<file path="src/rtl/thermal_opp_pkg.sv">
package thermal_opp_pkg;
    typedef enum logic [2:0] {
        SEQ_IDLE   = 3'd0,
        SEQ_SW_DN  = 3'd1,
        SEQ_VID_DN = 3'd2,
        SEQ_VID_UP = 3'd3,
        SEQ_SW_UP  = 3'd4
    } seq_state_e;
endpackage

</file>
<file path="src/rtl/opp_dwell_timer.sv">
// Shared countdown: loaded with an interval minus one, counts to zero and holds.
module opp_dwell_timer #(
    parameter int W = 8
) (
    input  logic         clk,
    input  logic         rst_n,
    input  logic         load_i,
    input  logic [W-1:0] load_val_i,
    output logic         done_o
);
    logic [W-1:0] cnt_d, cnt_q;

    always_comb begin
        cnt_d = cnt_q;
        if (load_i) begin
            cnt_d = load_val_i;
        end else if (cnt_q != '0) begin
            cnt_d = cnt_q - W'(1);
        end
    end

    always_ff @(posedge clk or negedge rst_n) begin
        if (!rst_n) cnt_q <= '0;
        else        cnt_q <= cnt_d;
    end

    assign done_o = (cnt_q == '0);
endmodule

</file>
<file path="src/rtl/opp_vid_stepper.sv">
// Holds the issued voltage code and moves it one code toward a target on request.
module opp_vid_stepper #(
    parameter int VID_W    = 6,
    parameter int BOOT_VID = 40
) (
    input  logic             clk,
    input  logic             rst_n,
    input  logic             step_i,
    input  logic [VID_W-1:0] target_i,
    output logic [VID_W-1:0] vid_o,
    output logic             at_target_o
);
    logic [VID_W-1:0] vid_d, vid_q;

    always_comb begin
        vid_d = vid_q;
        if (step_i && (vid_q != target_i)) begin
            if (target_i > vid_q) vid_d = vid_q + VID_W'(1);
            else                  vid_d = vid_q - VID_W'(1);
        end
    end

    always_ff @(posedge clk or negedge rst_n) begin
        if (!rst_n) vid_q <= VID_W'(BOOT_VID);
        else        vid_q <= vid_d;
    end

    assign vid_o       = vid_q;
    assign at_target_o = (vid_q == target_i);
endmodule

</file>
<file path="src/rtl/opp_irq_gate.sv">
// Passes interrupt pulses one cycle late, or stores them while a switch window is open.
module opp_irq_gate #(
    parameter int IRQ_W = 4
) (
    input  logic             clk,
    input  logic             rst_n,
    input  logic             hold_i,
    input  logic [IRQ_W-1:0] irq_i,
    output logic [IRQ_W-1:0] pend_o
);
    typedef struct packed {
        logic [IRQ_W-1:0] held;
        logic [IRQ_W-1:0] pend;
    } gate_t;

    gate_t gate_d, gate_q;

    always_comb begin
        gate_d = gate_q;
        if (hold_i) begin
            gate_d.held = gate_q.held | irq_i;
            gate_d.pend = '0;
        end else begin
            gate_d.pend = gate_q.held | irq_i;
            gate_d.held = '0;
        end
    end

    always_ff @(posedge clk or negedge rst_n) begin
        if (!rst_n) gate_q <= '0;
        else        gate_q <= gate_d;
    end

    assign pend_o = gate_q.pend;
endmodule

</file>
<file path="src/rtl/thermal_opp_seq.sv">
module thermal_opp_seq
    import thermal_opp_pkg::*;
#(
    parameter int RATIO_W           = 5,
    parameter int VID_W             = 6,
    parameter int IRQ_W             = 4,
    parameter int SWITCH_CYCLES     = 1250,
    parameter int VID_SETTLE_CYCLES = 500,
    parameter int BOOT_RATIO        = 12,
    parameter int BOOT_VID          = 40
) (
    input  logic               clk,
    input  logic               rst_n,
    input  logic               trip_i,
    input  logic [RATIO_W-1:0] nom_ratio_i,
    input  logic [VID_W-1:0]   nom_vid_i,
    input  logic [RATIO_W-1:0] thr_ratio_i,
    input  logic [VID_W-1:0]   thr_vid_i,
    input  logic [IRQ_W-1:0]   irq_edge_i,
    output logic [RATIO_W-1:0] ratio_sel_o,
    output logic [VID_W-1:0]   vid_o,
    output logic               bus_block_o,
    output logic [IRQ_W-1:0]   irq_pend_o,
    output logic               busy_o
);
    localparam int TMR_MAX = (SWITCH_CYCLES > VID_SETTLE_CYCLES) ? SWITCH_CYCLES
                                                                 : VID_SETTLE_CYCLES;
    localparam int TMR_W   = (TMR_MAX > 1) ? $clog2(TMR_MAX) : 1;
    localparam logic [TMR_W-1:0] SW_LOAD  = TMR_W'(SWITCH_CYCLES - 1);
    localparam logic [TMR_W-1:0] VID_LOAD = TMR_W'(VID_SETTLE_CYCLES - 1);

    typedef struct packed {
        seq_state_e         state;
        logic               throttled;
        logic [RATIO_W-1:0] ratio;
        logic [RATIO_W-1:0] tgt_ratio;
        logic [VID_W-1:0]   tgt_vid;
    } ctl_t;

    ctl_t             ctl_d, ctl_q;
    logic             tmr_load;
    logic [TMR_W-1:0] tmr_val;
    logic             tmr_done;
    logic             vid_step;
    logic             vid_at_tgt;
    logic             window_next;
    logic [VID_W-1:0] vid_cur;

    always_comb begin
        ctl_d    = ctl_q;
        tmr_load = 1'b0;
        tmr_val  = SW_LOAD;
        vid_step = 1'b0;
        unique case (ctl_q.state)
            SEQ_IDLE: begin
                if (trip_i && !ctl_q.throttled) begin
                    ctl_d.state     = SEQ_SW_DN;
                    ctl_d.throttled = 1'b1;
                    ctl_d.ratio     = thr_ratio_i;
                    ctl_d.tgt_vid   = thr_vid_i;
                    tmr_load        = 1'b1;
                    tmr_val         = SW_LOAD;
                end else if (!trip_i && ctl_q.throttled) begin
                    ctl_d.state     = SEQ_VID_UP;
                    ctl_d.throttled = 1'b0;
                    ctl_d.tgt_ratio = nom_ratio_i;
                    ctl_d.tgt_vid   = nom_vid_i;
                end
            end
            SEQ_SW_DN: begin
                if (tmr_done) ctl_d.state = SEQ_VID_DN;
            end
            SEQ_VID_DN: begin
                if (tmr_done) begin
                    if (vid_at_tgt) begin
                        ctl_d.state = SEQ_IDLE;
                    end else begin
                        vid_step = 1'b1;
                        tmr_load = 1'b1;
                        tmr_val  = VID_LOAD;
                    end
                end
            end
            SEQ_VID_UP: begin
                if (tmr_done) begin
                    if (vid_at_tgt) begin
                        ctl_d.state = SEQ_SW_UP;
                        ctl_d.ratio = ctl_q.tgt_ratio;
                        tmr_load    = 1'b1;
                        tmr_val     = SW_LOAD;
                    end else begin
                        vid_step = 1'b1;
                        tmr_load = 1'b1;
                        tmr_val  = VID_LOAD;
                    end
                end
            end
            SEQ_SW_UP: begin
                if (tmr_done) ctl_d.state = SEQ_IDLE;
            end
            default: ctl_d.state = SEQ_IDLE;
        endcase
        window_next = (ctl_d.state == SEQ_SW_DN) || (ctl_d.state == SEQ_SW_UP);
    end

    always_ff @(posedge clk or negedge rst_n) begin
        if (!rst_n) begin
            ctl_q.state     <= SEQ_IDLE;
            ctl_q.throttled <= 1'b0;
            ctl_q.ratio     <= RATIO_W'(BOOT_RATIO);
            ctl_q.tgt_ratio <= RATIO_W'(BOOT_RATIO);
            ctl_q.tgt_vid   <= VID_W'(BOOT_VID);
        end else begin
            ctl_q <= ctl_d;
        end
    end

    opp_dwell_timer #(.W(TMR_W)) u_timer (
        .clk        (clk),
        .rst_n      (rst_n),
        .load_i     (tmr_load),
        .load_val_i (tmr_val),
        .done_o     (tmr_done)
    );

    opp_vid_stepper #(.VID_W(VID_W), .BOOT_VID(BOOT_VID)) u_vid (
        .clk         (clk),
        .rst_n       (rst_n),
        .step_i      (vid_step),
        .target_i    (ctl_q.tgt_vid),
        .vid_o       (vid_cur),
        .at_target_o (vid_at_tgt)
    );

    opp_irq_gate #(.IRQ_W(IRQ_W)) u_irq (
        .clk    (clk),
        .rst_n  (rst_n),
        .hold_i (window_next),
        .irq_i  (irq_edge_i),
        .pend_o (irq_pend_o)
    );

    assign ratio_sel_o = ctl_q.ratio;
    assign vid_o       = vid_cur;
    assign bus_block_o = (ctl_q.state == SEQ_SW_DN) || (ctl_q.state == SEQ_SW_UP);
    assign busy_o      = (ctl_q.state != SEQ_IDLE);
endmodule

</file>
<file path="config.mk">
export PLATFORM = sky130hd
export DESIGN_NAME = thermal_opp_seq
export DESIGN_NICKNAME = d
export VERILOG_FILES = /design/src/rtl/thermal_opp_pkg.sv /design/src/rtl/opp_dwell_timer.sv /design/src/rtl/opp_vid_stepper.sv /design/src/rtl/opp_irq_gate.sv /design/src/rtl/thermal_opp_seq.sv
export SDC_FILE = /design/constraint.sdc
export NUM_CORES = 1
export LEC_CHECK = 0
export BUFFER_PORTS_ARGS = -buffer_cell sky130_fd_sc_hd__buf_2
export CAP_MARGIN = 5
export CORE_MARGIN = 8
export CORE_UTILIZATION = 60
export DETAILED_ROUTE_END_ITERATION = 16
export PLACE_DENSITY = 0.86
export SKIP_LAST_GASP = 1
export SLEW_MARGIN = 10
export SYNTH_ARGS = -nofsm -noshare
export SYNTH_HDL_FRONTEND = slang
export SYNTH_SLANG_ARGS = --single-unit
</file>
<file path="constraint.sdc">
create_clock -name clk -period 7.6 [get_ports clk]
set_input_delay 0.76 -clock clk [delete_from_list [all_inputs] [get_ports clk]]
set_output_delay 0.76 -clock clk [all_outputs]
set_load 0.01 [all_outputs]
</file>
==> impl_metrics.tcl <==
set metrics [dict create \
    status "finished clean" \
    worstSetupPathType "flop to flop" \
    syn_inst 251 \
    period_share 0.452 \
    total_power_uw 424 \
    gr-usage-all-layers 0.161 \
    synthesis.area_per_instance_um2 10.1 \
    hold_class "flop to flop" \
    slew_headroom 0.335 \
    dr.max_layer_used "met4" \
    synth_compound_area_frac 0.119 \
    wl_met2_um 2530 \
    slew_violations 0 \
    synth_top_area_share 0.365 \
    clkSinkCount 45 \
    synth-seq-area-share 0.448 \
    p_switching_uw 95.1 \
    first_global_vias 1881 \
    cts.repair.resized 0 \
    grt_pass1_wl_um 8270 \
    clk_path_buf_depth 2 \
    areaGrowthSynthToFinish_pct 9.58 \
    core_area_um2 4030 \
    numPortBuffers 45 \
    cts_tree "done" \
    die_w_um 81.0 \
    synth_top_family_by_area "simple AND/OR/NAND/NOR gates" \
    worst-endpoint-required_ps 7820 \
    met3_length_um 277 \
    hpwlAfterDp_um 3730 \
    ys_async_sr_fraction 1.00 \
    rsz0062_at_grt "no" \
    drive_gt1_frac 0.286 \
    syn-cell-area_um2 2530 \
    post-synth-top-count-cell "dfrtp_1" \
    post_drt_wl_per_cell_um 14.9 \
    wl_um 4970 \
    postLayoutCoreUtil 0.689 \
    power.density_nw_per_um2 153 \
    hold-worst-slack_ps 476 \
    grt_max_degree 46 \
    p_int_uw 329 \
    peakVddDrop_mv 0.0929 \
    layout_setup_ws_ps 4160 \
    p_seq_frac 0.574 \
    muxShareOfSynthArea 0.0785 \
    drc 0 \
    clock.fmax_mhz 291 \
    cts_hold_buf 0 \
    synthAdderAreaFrac 0.0770 \
    endpoint_kind "flop" \
    overflow 0 \
    clock_skew_ps 5.83 \
    worst_pin_slew_ps 988 \
    cp.arrival_ps 3660 \
    path_cells "inv_1 > ha_1 > and4_1 > o21a_1 > o31ai_1 > ha_1 > a211oi_1 > o21ai_0 > a211oi_1 > mux2i_1 > xnor2_1" \
    clk-insertion-delay-late_ps 290 \
    synth.top_cells.by_count "dfrtp_1, nor2_1, nand2_1" \
    clockRootBuffer "clkbuf_8" \
    critPathMaxStageDelay_ps 790 \
    cts_setup_buffers 0 \
    synth_edf_count 0 \
    power_leakage_nw 1.35 \
    synth.top_cells.by_area "dfrtp_1, dfstp_2, ha_1" \
    r2r_setup_slack_ps 4160 \
    dieArea_um2 6560 \
    wl_met1_um 2110 \
    vias_per_cell 5.50 \
    crit_fanout 6 \
    h-tree-depth 2 \
    ant_nets 0 \
    start_util 0.629 \
    dp_slack_ps 4280 \
    comb_power_share 0.079 \
    synth_fp_nets 295 \
    drtIter0Drc 129 \
    p_clk_frac 0.346 \
    io_pins 46 \
    numCtsBuffers 5 \
    nets 327 \
    swShare 0.224 \
    yosys.area_share.simple 0.160 \
    antenna_found_initial 0 \
    clk_pin_slew_ps 80 \
    worst_setup_path_start_kind "flop" \
    fp-row-count 23 \
    first_pass_iters 4 \
    synth_top_cell_by_area "dfrtp_1" \
    die_h_um 81.0 \
    synth.distinct_cells 46 \
    synth-xor-area-share 0.0449 \
    timing.setup.tns_ps 0 \
    cp_slowest_cell "o31ai_1" \
    synth-seq-cells 45 \
    synth_flop_cell "dfrtp_1" \
    fin_crit_ps 3440 \
    num_antenna_cells 0 \
    finalWeightedCongestion 0.854 \
    yosysWarnings 0 \
    finalSetupViolCount 0 \
    max_cap_viol_count 0 \
    hold_violations 0 \
    num_vias 1831 \
]
==> critical path: cells and delay by family (launching register included) <==
| kind | cells | cell delay, ps |
|---|---|---|
| AO/OA/AOI/OAI | 5 | 1520 |
| adder cells (fa/ha/maj) | 2 | 690 |
| flip-flops | 1 | 560 |
| AND/OR/NAND/NOR | 1 | 220 |
| XOR/XNOR | 1 | 190 |
| multiplexers | 1 | 150 |
| buffers and inverters | 1 | 40 |
==> sequential cells by signal (all words and copies together), names as in the netlist <==
register,cells
ctl_q,15
u_timer.cnt_q,11
u_vid.vid_o,6
ratio_sel_o,5
u_irq.gate_q,4
u_irq.pend_o,4
==> kinds of logic (layout without fill, tap and decap cells) <==
group                    after synthesis  after routing
AND/OR/NAND/NOR                       78             78
AO/OA/AOI/OAI                         47             47
flip-flops                            45             45
buffers and inverters                 34             66
multiplexers                          19             19
adder cells (fa/ha/maj)               15             15
XOR/XNOR                              13             13
==> stage by stage <==
step | cells | cell area, um^2
after global placement | 326 | 2690
after detailed placement | 326 | 2690
after global routing | 333 | 2780
after floorplan | 251 | 2530
after CTS | 333 | 2780
final | 333 | 2780
==> power by group through the flow <==
stage               Combinational (mW)  Clock, mW  Sequential (mW)
floorplan                       0.0183          0            0.248
global placement                0.0323          0            0.248
detailed placement              0.0338          0            0.248
CTS                             0.0341      0.150            0.244
global route                    0.0384      0.163            0.244
finish                          0.0337      0.147            0.244
==> layout by cell type, fill, tap and decap left out, types with 7 or more instances in the layout <==
| cell type | instances |
|---|---|
| a21oi_1 | 14 |
| buf_2 | 45 |
| dfrtp_1 | 37 |
| dfstp_2 | 8 |
| ha_1 | 14 |
| inv_1 | 14 |
| mux2_2 | 7 |
| mux2i_1 | 12 |
| nand2_1 | 15 |
| nand3_1 | 8 |
| nor2_1 | 32 |
| o21ai_0 | 10 |
| xor2_1 | 8 |
==> final timing paths <==
check | end | cells past startpoint | startpoint
setup / recovery | u_vid.vid_o[5] | 11 | u_vid.vid_o[5]
hold / removal | ratio_sel_o[1] | 2 | ratio_sel_o[1]
setup reg to reg | u_vid.vid_o[5] | 11 | u_vid.vid_o[5]
hold reg to reg | ratio_sel_o[1] | 2 | ratio_sel_o[1]
max in group asynchronous | ctl_q[4] | 1 | rst_n
min in group asynchronous | u_vid.vid_o[1] | 1 | rst_n
==> routing by layer <==
metal / track usage / vias up
met5: 0 / -
met2: 0.280 / 42
met3: 0.0464 / 7
li1: - / 929
met1: 0.187 / 853
met4: 0.0518 / 0
==> layout make-up <==
cell class                      instances  area [um^2]
Clock buffer                            7         86.3
Fill cell                             317         1250
Sequential cell                        45         1140
Multi-Input combinational cell        172         1210
Inverter                               14         52.6
Tap cell                               50         62.6
Timing Repair Buffer                   45          225
Note: power is estimated with default switching activity, not from simulation.
